$ cat src/rtl/pair_pkg.sv
package pair_pkg;

  typedef enum logic [1:0] {
    RC_ALU = 2'd0,
    RC_MEM = 2'd1,
    RC_MUL = 2'd2,
    RC_FPU = 2'd3
  } rclass_e;

  // True when an enabled field names the same register as another enabled field.
  function automatic logic same_reg(input logic [7:0] a, input logic a_en,
                                    input logic [7:0] b, input logic b_en);
    return a_en && b_en && (a == b);
  endfunction

  // Condition flag clash: one side writes and the other touches it.
  function automatic logic flag_clash(input logic a_rd, input logic a_wr,
                                      input logic b_rd, input logic b_wr);
    return (a_wr && (b_rd || b_wr)) || (b_wr && (a_rd || a_wr));
  endfunction

endpackage

$ cat src/rtl/pair_scoreboard.sv
module pair_scoreboard #(
  parameter int NENT    = 32,
  parameter int IW      = 5,
  parameter int LAT_ALU = 1,
  parameter int LAT_MEM = 2,
  parameter int LAT_MUL = 3,
  parameter int LAT_FPU = 4,
  parameter int CW      = 3
) (
  input  logic            clk,
  input  logic            rst,
  input  logic            wa_en,
  input  logic [IW-1:0]   wa_idx,
  input  logic [1:0]      wa_cls,
  input  logic            wb_en,
  input  logic [IW-1:0]   wb_idx,
  input  logic [1:0]      wb_cls,
  output logic [NENT-1:0] busy
);
  import pair_pkg::*;

  function automatic logic [CW-1:0] lat_of(input logic [1:0] c);
    case (rclass_e'(c))
      RC_ALU:  return CW'(LAT_ALU);
      RC_MEM:  return CW'(LAT_MEM);
      RC_MUL:  return CW'(LAT_MUL);
      default: return CW'(LAT_FPU);
    endcase
  endfunction

  logic [CW-1:0] lat_a, lat_b;
  assign lat_a = lat_of(wa_cls);
  assign lat_b = lat_of(wb_cls);

  for (genvar g = 0; g < NENT; g++) begin : g_ent
    logic [CW-1:0] cnt;
    logic          hit_a, hit_b;
    assign hit_a = wa_en && (wa_idx == IW'(g));
    assign hit_b = wb_en && (wb_idx == IW'(g));
    always_ff @(posedge clk) begin
      if (rst)               cnt <= '0;
      else if (hit_b)        cnt <= lat_b;
      else if (hit_a)        cnt <= lat_a;
      else if (cnt != '0)    cnt <= cnt - 1'b1;
    end
    assign busy[g] = (cnt != '0);
  end

  AST_SB_SET_A: assert property (@(posedge clk) disable iff (rst)
    wa_en |=> busy[$past(wa_idx)]);
  AST_SB_SET_B: assert property (@(posedge clk) disable iff (rst)
    wb_en |=> busy[$past(wb_idx)]);
  AST_SB_CLEARED: assert property (@(posedge clk)
    rst |=> (busy == '0));

endmodule

$ cat src/rtl/pair_src_check.sv
module pair_src_check #(
  parameter int NENT = 32,
  parameter int IW   = 5
) (
  input  logic [NENT-1:0] busy,
  input  logic [IW-1:0]   src_a,
  input  logic            src_a_en,
  input  logic [IW-1:0]   src_b,
  input  logic            src_b_en,
  output logic            pend
);
  logic pend_a, pend_b;
  assign pend_a = src_a_en && busy[src_a];
  assign pend_b = src_b_en && busy[src_b];
  assign pend   = pend_a || pend_b;
endmodule

$ cat src/rtl/pair_rules.sv
module pair_rules #(
  parameter int IW = 5
) (
  input  logic [1:0]    o_class,
  input  logic [IW-1:0] o_src_a,
  input  logic          o_src_a_en,
  input  logic [IW-1:0] o_src_b,
  input  logic          o_src_b_en,
  input  logic [IW-1:0] o_dst,
  input  logic          o_dst_en,
  input  logic          o_flag_rd,
  input  logic          o_flag_wr,
  input  logic          o_multi,
  input  logic          o_wide,
  input  logic          o_fpu,
  input  logic          o_dbr_taken,
  input  logic [1:0]    y_class,
  input  logic [IW-1:0] y_src_a,
  input  logic          y_src_a_en,
  input  logic [IW-1:0] y_src_b,
  input  logic          y_src_b_en,
  input  logic [IW-1:0] y_dst,
  input  logic          y_dst_en,
  input  logic          y_flag_rd,
  input  logic          y_flag_wr,
  input  logic          y_fpu,
  output logic          blk_class,
  output logic          blk_reg,
  output logic          blk_flag,
  output logic          blk_shape,
  output logic          blk_fpu,
  output logic          blk_branch,
  output logic          pair_ok
);
  import pair_pkg::*;

  logic raw_a, raw_b, waw, war_a, war_b;
  assign raw_a = same_reg(8'(y_src_a), y_src_a_en, 8'(o_dst), o_dst_en);
  assign raw_b = same_reg(8'(y_src_b), y_src_b_en, 8'(o_dst), o_dst_en);
  assign waw   = same_reg(8'(y_dst), y_dst_en, 8'(o_dst), o_dst_en);
  assign war_a = same_reg(8'(y_dst), y_dst_en, 8'(o_src_a), o_src_a_en);
  assign war_b = same_reg(8'(y_dst), y_dst_en, 8'(o_src_b), o_src_b_en);

  assign blk_class  = (o_class == y_class);
  assign blk_reg    = raw_a || raw_b || waw || war_a || war_b;
  assign blk_flag   = flag_clash(o_flag_rd, o_flag_wr, y_flag_rd, y_flag_wr);
  assign blk_shape  = o_multi || o_wide;
  assign blk_fpu    = o_fpu || y_fpu;
  assign blk_branch = o_dbr_taken;
  assign pair_ok    = !(blk_class || blk_reg || blk_flag ||
                        blk_shape || blk_fpu || blk_branch);
endmodule

$ cat src/rtl/pair_issue_gate.sv
module pair_issue_gate #(
  parameter int NGPR    = 16,
  parameter int NFPR    = 16,
  parameter int LAT_ALU = 1,
  parameter int LAT_MEM = 2,
  parameter int LAT_MUL = 3,
  parameter int LAT_FPU = 4
) (
  input  logic       clk,
  input  logic       rst,
  input  logic       o_valid,
  input  logic [1:0] o_class,
  input  logic [4:0] o_src_a,
  input  logic       o_src_a_en,
  input  logic [4:0] o_src_b,
  input  logic       o_src_b_en,
  input  logic [4:0] o_dst,
  input  logic       o_dst_en,
  input  logic       o_flag_rd,
  input  logic       o_flag_wr,
  input  logic       o_multi,
  input  logic       o_wide,
  input  logic       o_fpu,
  input  logic       o_dbr_taken,
  input  logic       y_valid,
  input  logic [1:0] y_class,
  input  logic [4:0] y_src_a,
  input  logic       y_src_a_en,
  input  logic [4:0] y_src_b,
  input  logic       y_src_b_en,
  input  logic [4:0] y_dst,
  input  logic       y_dst_en,
  input  logic       y_flag_rd,
  input  logic       y_flag_wr,
  input  logic       y_fpu,
  output logic       issue_old,
  output logic       issue_young,
  output logic       stall
);
  localparam int NENT   = NGPR + NFPR;
  localparam int IW     = 5;
  localparam int LMAX_A = (LAT_ALU > LAT_MEM) ? LAT_ALU : LAT_MEM;
  localparam int LMAX_B = (LAT_MUL > LAT_FPU) ? LAT_MUL : LAT_FPU;
  localparam int LMAX   = (LMAX_A > LMAX_B) ? LMAX_A : LMAX_B;
  localparam int CW     = $clog2(LMAX + 1);

  logic [NENT-1:0] busy;
  logic o_pend, y_pend;
  logic blk_class, blk_reg, blk_flag, blk_shape, blk_fpu, blk_branch, pair_ok;

  pair_scoreboard #(
    .NENT(NENT), .IW(IW), .LAT_ALU(LAT_ALU), .LAT_MEM(LAT_MEM),
    .LAT_MUL(LAT_MUL), .LAT_FPU(LAT_FPU), .CW(CW)
  ) u_sb (
    .clk(clk), .rst(rst),
    .wa_en(issue_old && o_dst_en), .wa_idx(o_dst), .wa_cls(o_class),
    .wb_en(issue_young && y_dst_en), .wb_idx(y_dst), .wb_cls(y_class),
    .busy(busy)
  );

  pair_src_check #(.NENT(NENT), .IW(IW)) u_chk_old (
    .busy(busy), .src_a(o_src_a), .src_a_en(o_src_a_en),
    .src_b(o_src_b), .src_b_en(o_src_b_en), .pend(o_pend)
  );

  pair_src_check #(.NENT(NENT), .IW(IW)) u_chk_young (
    .busy(busy), .src_a(y_src_a), .src_a_en(y_src_a_en),
    .src_b(y_src_b), .src_b_en(y_src_b_en), .pend(y_pend)
  );

  pair_rules #(.IW(IW)) u_rules (
    .o_class(o_class), .o_src_a(o_src_a), .o_src_a_en(o_src_a_en),
    .o_src_b(o_src_b), .o_src_b_en(o_src_b_en), .o_dst(o_dst),
    .o_dst_en(o_dst_en), .o_flag_rd(o_flag_rd), .o_flag_wr(o_flag_wr),
    .o_multi(o_multi), .o_wide(o_wide), .o_fpu(o_fpu),
    .o_dbr_taken(o_dbr_taken),
    .y_class(y_class), .y_src_a(y_src_a), .y_src_a_en(y_src_a_en),
    .y_src_b(y_src_b), .y_src_b_en(y_src_b_en), .y_dst(y_dst),
    .y_dst_en(y_dst_en), .y_flag_rd(y_flag_rd), .y_flag_wr(y_flag_wr),
    .y_fpu(y_fpu),
    .blk_class(blk_class), .blk_reg(blk_reg), .blk_flag(blk_flag),
    .blk_shape(blk_shape), .blk_fpu(blk_fpu), .blk_branch(blk_branch),
    .pair_ok(pair_ok)
  );

  assign issue_old   = !rst && o_valid && !o_pend;
  assign issue_young = issue_old && y_valid && pair_ok && !y_pend;
  assign stall       = !rst && o_valid && !issue_old;

  AST_RESET_QUIET: assert property (@(posedge clk)
    rst |-> (!issue_old && !issue_young && !stall));
  AST_ORDER_KEPT: assert property (@(posedge clk) disable iff (rst)
    issue_young |-> issue_old);
  AST_STALL_NO_ISSUE: assert property (@(posedge clk) disable iff (rst)
    stall |-> (!issue_old && !issue_young));
  AST_SAME_CLASS: assert property (@(posedge clk) disable iff (rst)
    (o_class == y_class) |-> !issue_young);
  AST_SHAPE_SINGLE: assert property (@(posedge clk) disable iff (rst)
    (o_multi || o_wide) |-> !issue_young);
  AST_FPU_SINGLE: assert property (@(posedge clk) disable iff (rst)
    (o_fpu || y_fpu) |-> !issue_young);
  AST_BRANCH_SINGLE: assert property (@(posedge clk) disable iff (rst)
    o_dbr_taken |-> !issue_young);
  AST_YOUNG_NEEDS_VALID: assert property (@(posedge clk) disable iff (rst)
    !y_valid |-> !issue_young);

endmodule

$ cat config.mk
export PLATFORM = sky130hd
export DESIGN_NAME = pair_issue_gate
export DESIGN_NICKNAME = d
export VERILOG_FILES = /design/src/rtl/pair_pkg.sv /design/src/rtl/pair_scoreboard.sv /design/src/rtl/pair_src_check.sv /design/src/rtl/pair_rules.sv /design/src/rtl/pair_issue_gate.sv
export SDC_FILE = /design/constraint.sdc
export NUM_CORES = 1
export LEC_CHECK = 0
export BUFFER_PORTS_ARGS = -buffer_cell sky130_fd_sc_hd__buf_4
export CORE_MARGIN = 3
export CORE_UTILIZATION = 50
export DETAILED_ROUTE_END_ITERATION = 10
export PLACE_DENSITY = 0.68
export SLEW_MARGIN = 20
export SYNTH_ARGS = -nofsm -noshare
export SYNTH_HDL_FRONTEND = slang
export SYNTH_SLANG_ARGS = --single-unit
$ cat constraint.sdc
create_clock -name clk -period 4.1 [get_ports clk]
set_input_delay 0.615 -clock clk [delete_from_list [all_inputs] [get_ports clk]]
set_output_delay 0.615 -clock clk [all_outputs]
set_load 0.1 [all_outputs]
==> summary.md <==
| Metric | Value |
|---|---|
| Status | `complete, no violations` |
| FP Rows | `49` |
| Slew HR | `0.3540` |
| WL/cell | `21.74 um` |
| CP startpoint kind | `flip-flop` |
| P_int | `4.211 mW` |
| RePlAce Congestion | `0.9878` |
| Root Buffer | `clkbuf_16` |
| Clock latency on the worst-skew pair | `0.36 ns` |
| Final ANT Viol Nets | `0` |
| PortBufs | `55` |
| Logic gate share of total power | `0.674` |
| Clock buffer depth | `2` |
| Post-Syn Area per Cell | `8.675 um^2` |
| Hold WC Path Type | `flip-flop to flip-flop` |
| Reg2reg setup slack | `0.55 ns` |
| DRC | `0` |
| Clk network pwr share | `0.123` |
| H-Tree Depth | `3` |
| Netlist Area Pre-Place | `9517 um^2` |
| Synth warn | `0` |
| CP endpoint kind | `output pin` |
| Vias in the first global route | `7846` |
| Worst Max-Slew Pin Slew | `0.9654 ns` |
| Total track usage | `0.2755` |
| Pwr/cell area | `711.6 nW/um^2` |
| Synthesized flop and latch total | `96` |
| Syn_nets | `1220` |
| Leak | `4.231 nW` |
| Maximum clock rate | `260.9 MHz` |
| Post-DP Area | `9936 um^2` |
| Final setup vio count | `0` |
| Final worst path period share | `0.9347` |
| Reg clk slew, reported paths | `0.07 ns` |
| Final Non-Filler Cells | `1316` |
| Post-synth EDFFs | `0` |
| WP data arrival | `3.22 ns` |
| ANT cells | `0` |
| Starting Density | `0.5191` |
| Place WS | `0.6445 ns` |
| Net Switching | `3.070 mW` |
| Sw frac | `0.4216` |
| Drt first-iter violations | `918` |
| Sequential area share after synthesis | `0.2019` |
| Clock Sinks | `96` |
| Fillers | `1639` |
| Initial antenna violation count | `0` |
| I/O Pins | `56` |
| Detailed placement HPWL | `19.95 mm` |
| Total wire length | `28.61 mm` |
| CP max FO | `7` |
| Area growth from synthesis to layout | `7.520%` |
| Worst clock skew | `0.01301 ns` |
| Data required, critical path | `3.48 ns` |
| Peak VDD IR | `299.2 uV` |
| Placed cells | `1301` |
| Top_reg_cell synth | `dfxtp_1` |
| Pin count of the biggest net entering global routing | `56` |
| Pre-antenna DRT Iters | `5` |
| Max Transition Viols Final | `0` |
| Total of max-cap violations | `0` |
| Seq pwr share | `0.203` |
| Layout cells sized above 1 | `0.1950` |
| Via-to-Cell Ratio | `6.485` |
| Total power | `7.281 mW` |
| Synth unique cells | `67` |
| CTS Buf Count | `9` |
| Top Registers | `u_sb.g_ent.cnt x96` |
| RSZ-0062 raised after global routing | `no` |
| Synth Instances | `1097` |
| Min setup slack post-route | `0.2676 ns` |
| Setup Buffers After CTS | `0` |
| Tmin final | `3.832 ns` |
| Largest Register | `u_sb.g_ent.cnt` |
| Post-route cell area | `10230 um^2` |
| Die width | `144.0 um` |
| CTS tree | `yes` |
| Global route total overflow | `0` |
| Die height | `144.0 um` |
| Crit path kind | `flip-flop to output pin` |
| Final Hold Fails | `0` |
| Max reg flops | `96` |
| Asr flop ratio synth | `0` |
| Final Core Density | `0.5582` |
| Vias post-DR | `8534` |
| Core Box Area | `18330 um^2` |
| Cts hold-fix bufs | `0` |
| PostCTS Resize Cnt | `0` |
| NumNets Final | `1206` |
| First-pass GRT wire length | `43.98 mm` |
| DIE AREA | `20720 um^2` |
synth_stat cells (5+ instances only):
cell	count	area, um^2
nor2_1	66	247.7
a41oi_1	7	61.31
nor4_1	8	50.05
nor3_1	23	115.1
inv_1	107	401.6
a211oi_1	124	930.9
buf_2	20	100.1
clkbuf_1	66	247.7
and2_1	7	43.79
buf_1	7	26.28
nand3_1	27	135.1
nand4_1	11	68.82
nor3_4	26	422.9
nand2_1	52	195.2
a311oi_1	8	70.07
and3_1	15	93.84
xor2_1	48	420.4
nand2b_1	5	31.28
a31oi_1	24	150.1
buf_4	8	60.06
dfxtp_1	96	1922
mux2_2	34	382.9
xnor2_1	11	96.34
mux4_2	29	653.1
nand3b_1	6	45.04
a21oi_1	21	105.1
nor3_2	6	60.06
a21boi_0	7	52.55
ha_1	70	875.8
mux2i_1	73	730.7
nor2b_1	14	87.58
worst max-delay path, stage by stage, from the launching register on:
cell,delay [ns]
dfxtp_1,0.33
inv_1,0.06
ha_1,0.14
ha_1,0.43
mux4_2,0.34
nor2_1,0.04
or4_1,0.48
o2111ai_2,0.17
nand2_4,0.21
nor2_4,0.14
nand4b_1,0.12
inv_1,0.09
buf_4,0.29
power by group through the flow:
| stage | registers, mW | logic (mW) | clock network (mW) |
|---|---|---|---|
| after detailed placement | 1.50 | 4.84 | 0 |
| after global placement | 1.49 | 4.72 | 0 |
| final | 1.48 | 4.90 | 0.896 |
| after global routing | 1.52 | 5.41 | 0.934 |
| after CTS | 1.48 | 4.86 | 0.901 |
| after floorplan | 1.47 | 3.86 | 0 |
through the flow:
step / hold WS [ns] / TNS [ns]
detailed placement: 0.5548 / 0
global placement: 0.5550 / 0
floorplan: 0.5357 / -0.04038
CTS: 0.5644 / 0
global route: 0.6089 / 0
finish: 0.5638 / 0
per-layer routing:
metal,track usage,up-vias,part of all wire
li1,-,3956,-
met1,0.3841,4073,0.43
met2,0.4233,437,0.44
met3,0.05458,68,0.098
met4,0.1011,0,0.033
met5,0,-,0
cell usage in the layout (no fill, tap or decap), drive strengths merged, types with 3 or more instances in the layout:
cell / n
a31oi: 24
or3: 3
a211oi: 125
nor3b: 4
xnor2: 11
nor3: 55
ha: 70
mux2: 34
a41oi: 7
nand3: 27
nor2b: 14
nand2b: 5
inv: 108
and3: 15
mux2i: 73
clkbuf: 11
o21a: 3
and2: 7
a21o: 3
o21ai: 5
a311oi: 8
a21oi: 21
o2111ai: 3
nor4: 8
nor2: 67
o31a: 3
a21boi: 10
dfxtp: 96
nand4: 11
buf: 87
mux4: 29
nand3b: 6
nand2: 53
xor2: 48
nand4b: 4
layout make-up:
cell class              count  area, um^2  area share
flip-flops and latches     96        1922      0.1878
multi-input cells         782        6660      0.6509
clock inverters             4       53.80    0.005258
clock buffers              11       242.7     0.02372
inverters                 107       401.6     0.03925
well taps                 229       286.5     0.02800
repair buffers             87       665.6     0.06505
worst paths after layout:
| path | startpoint | end | depth (start not counted) |
|---|---|---|---|
| worst max-delay path | u_sb.g_ent[3].cnt[0] | issue_young | 12 |
| worst min-delay path | u_sb.g_ent[21].cnt[1] | u_sb.g_ent[21].cnt[1] | 3 |
| worst max register to register | u_sb.g_ent[7].cnt[0] | u_sb.g_ent[28].cnt[0] | 12 |
| worst min register to register | u_sb.g_ent[21].cnt[1] | u_sb.g_ent[21].cnt[1] | 3 |
logic make-up (layout without fill, tap and decap cells):
logic type      after synthesis  in the layout  share of synthesized area
compound gates              225            225                     0.1746
fa+ha+maj                    70             70                    0.09203
xor+xnor                     59             59                    0.05430
buf+inv                     219            209                    0.09979
flops                        96             96                     0.2019
mux                         136            136                     0.1856
simple gates                292            292                     0.1917
Power figures use the tool's default switching activity.
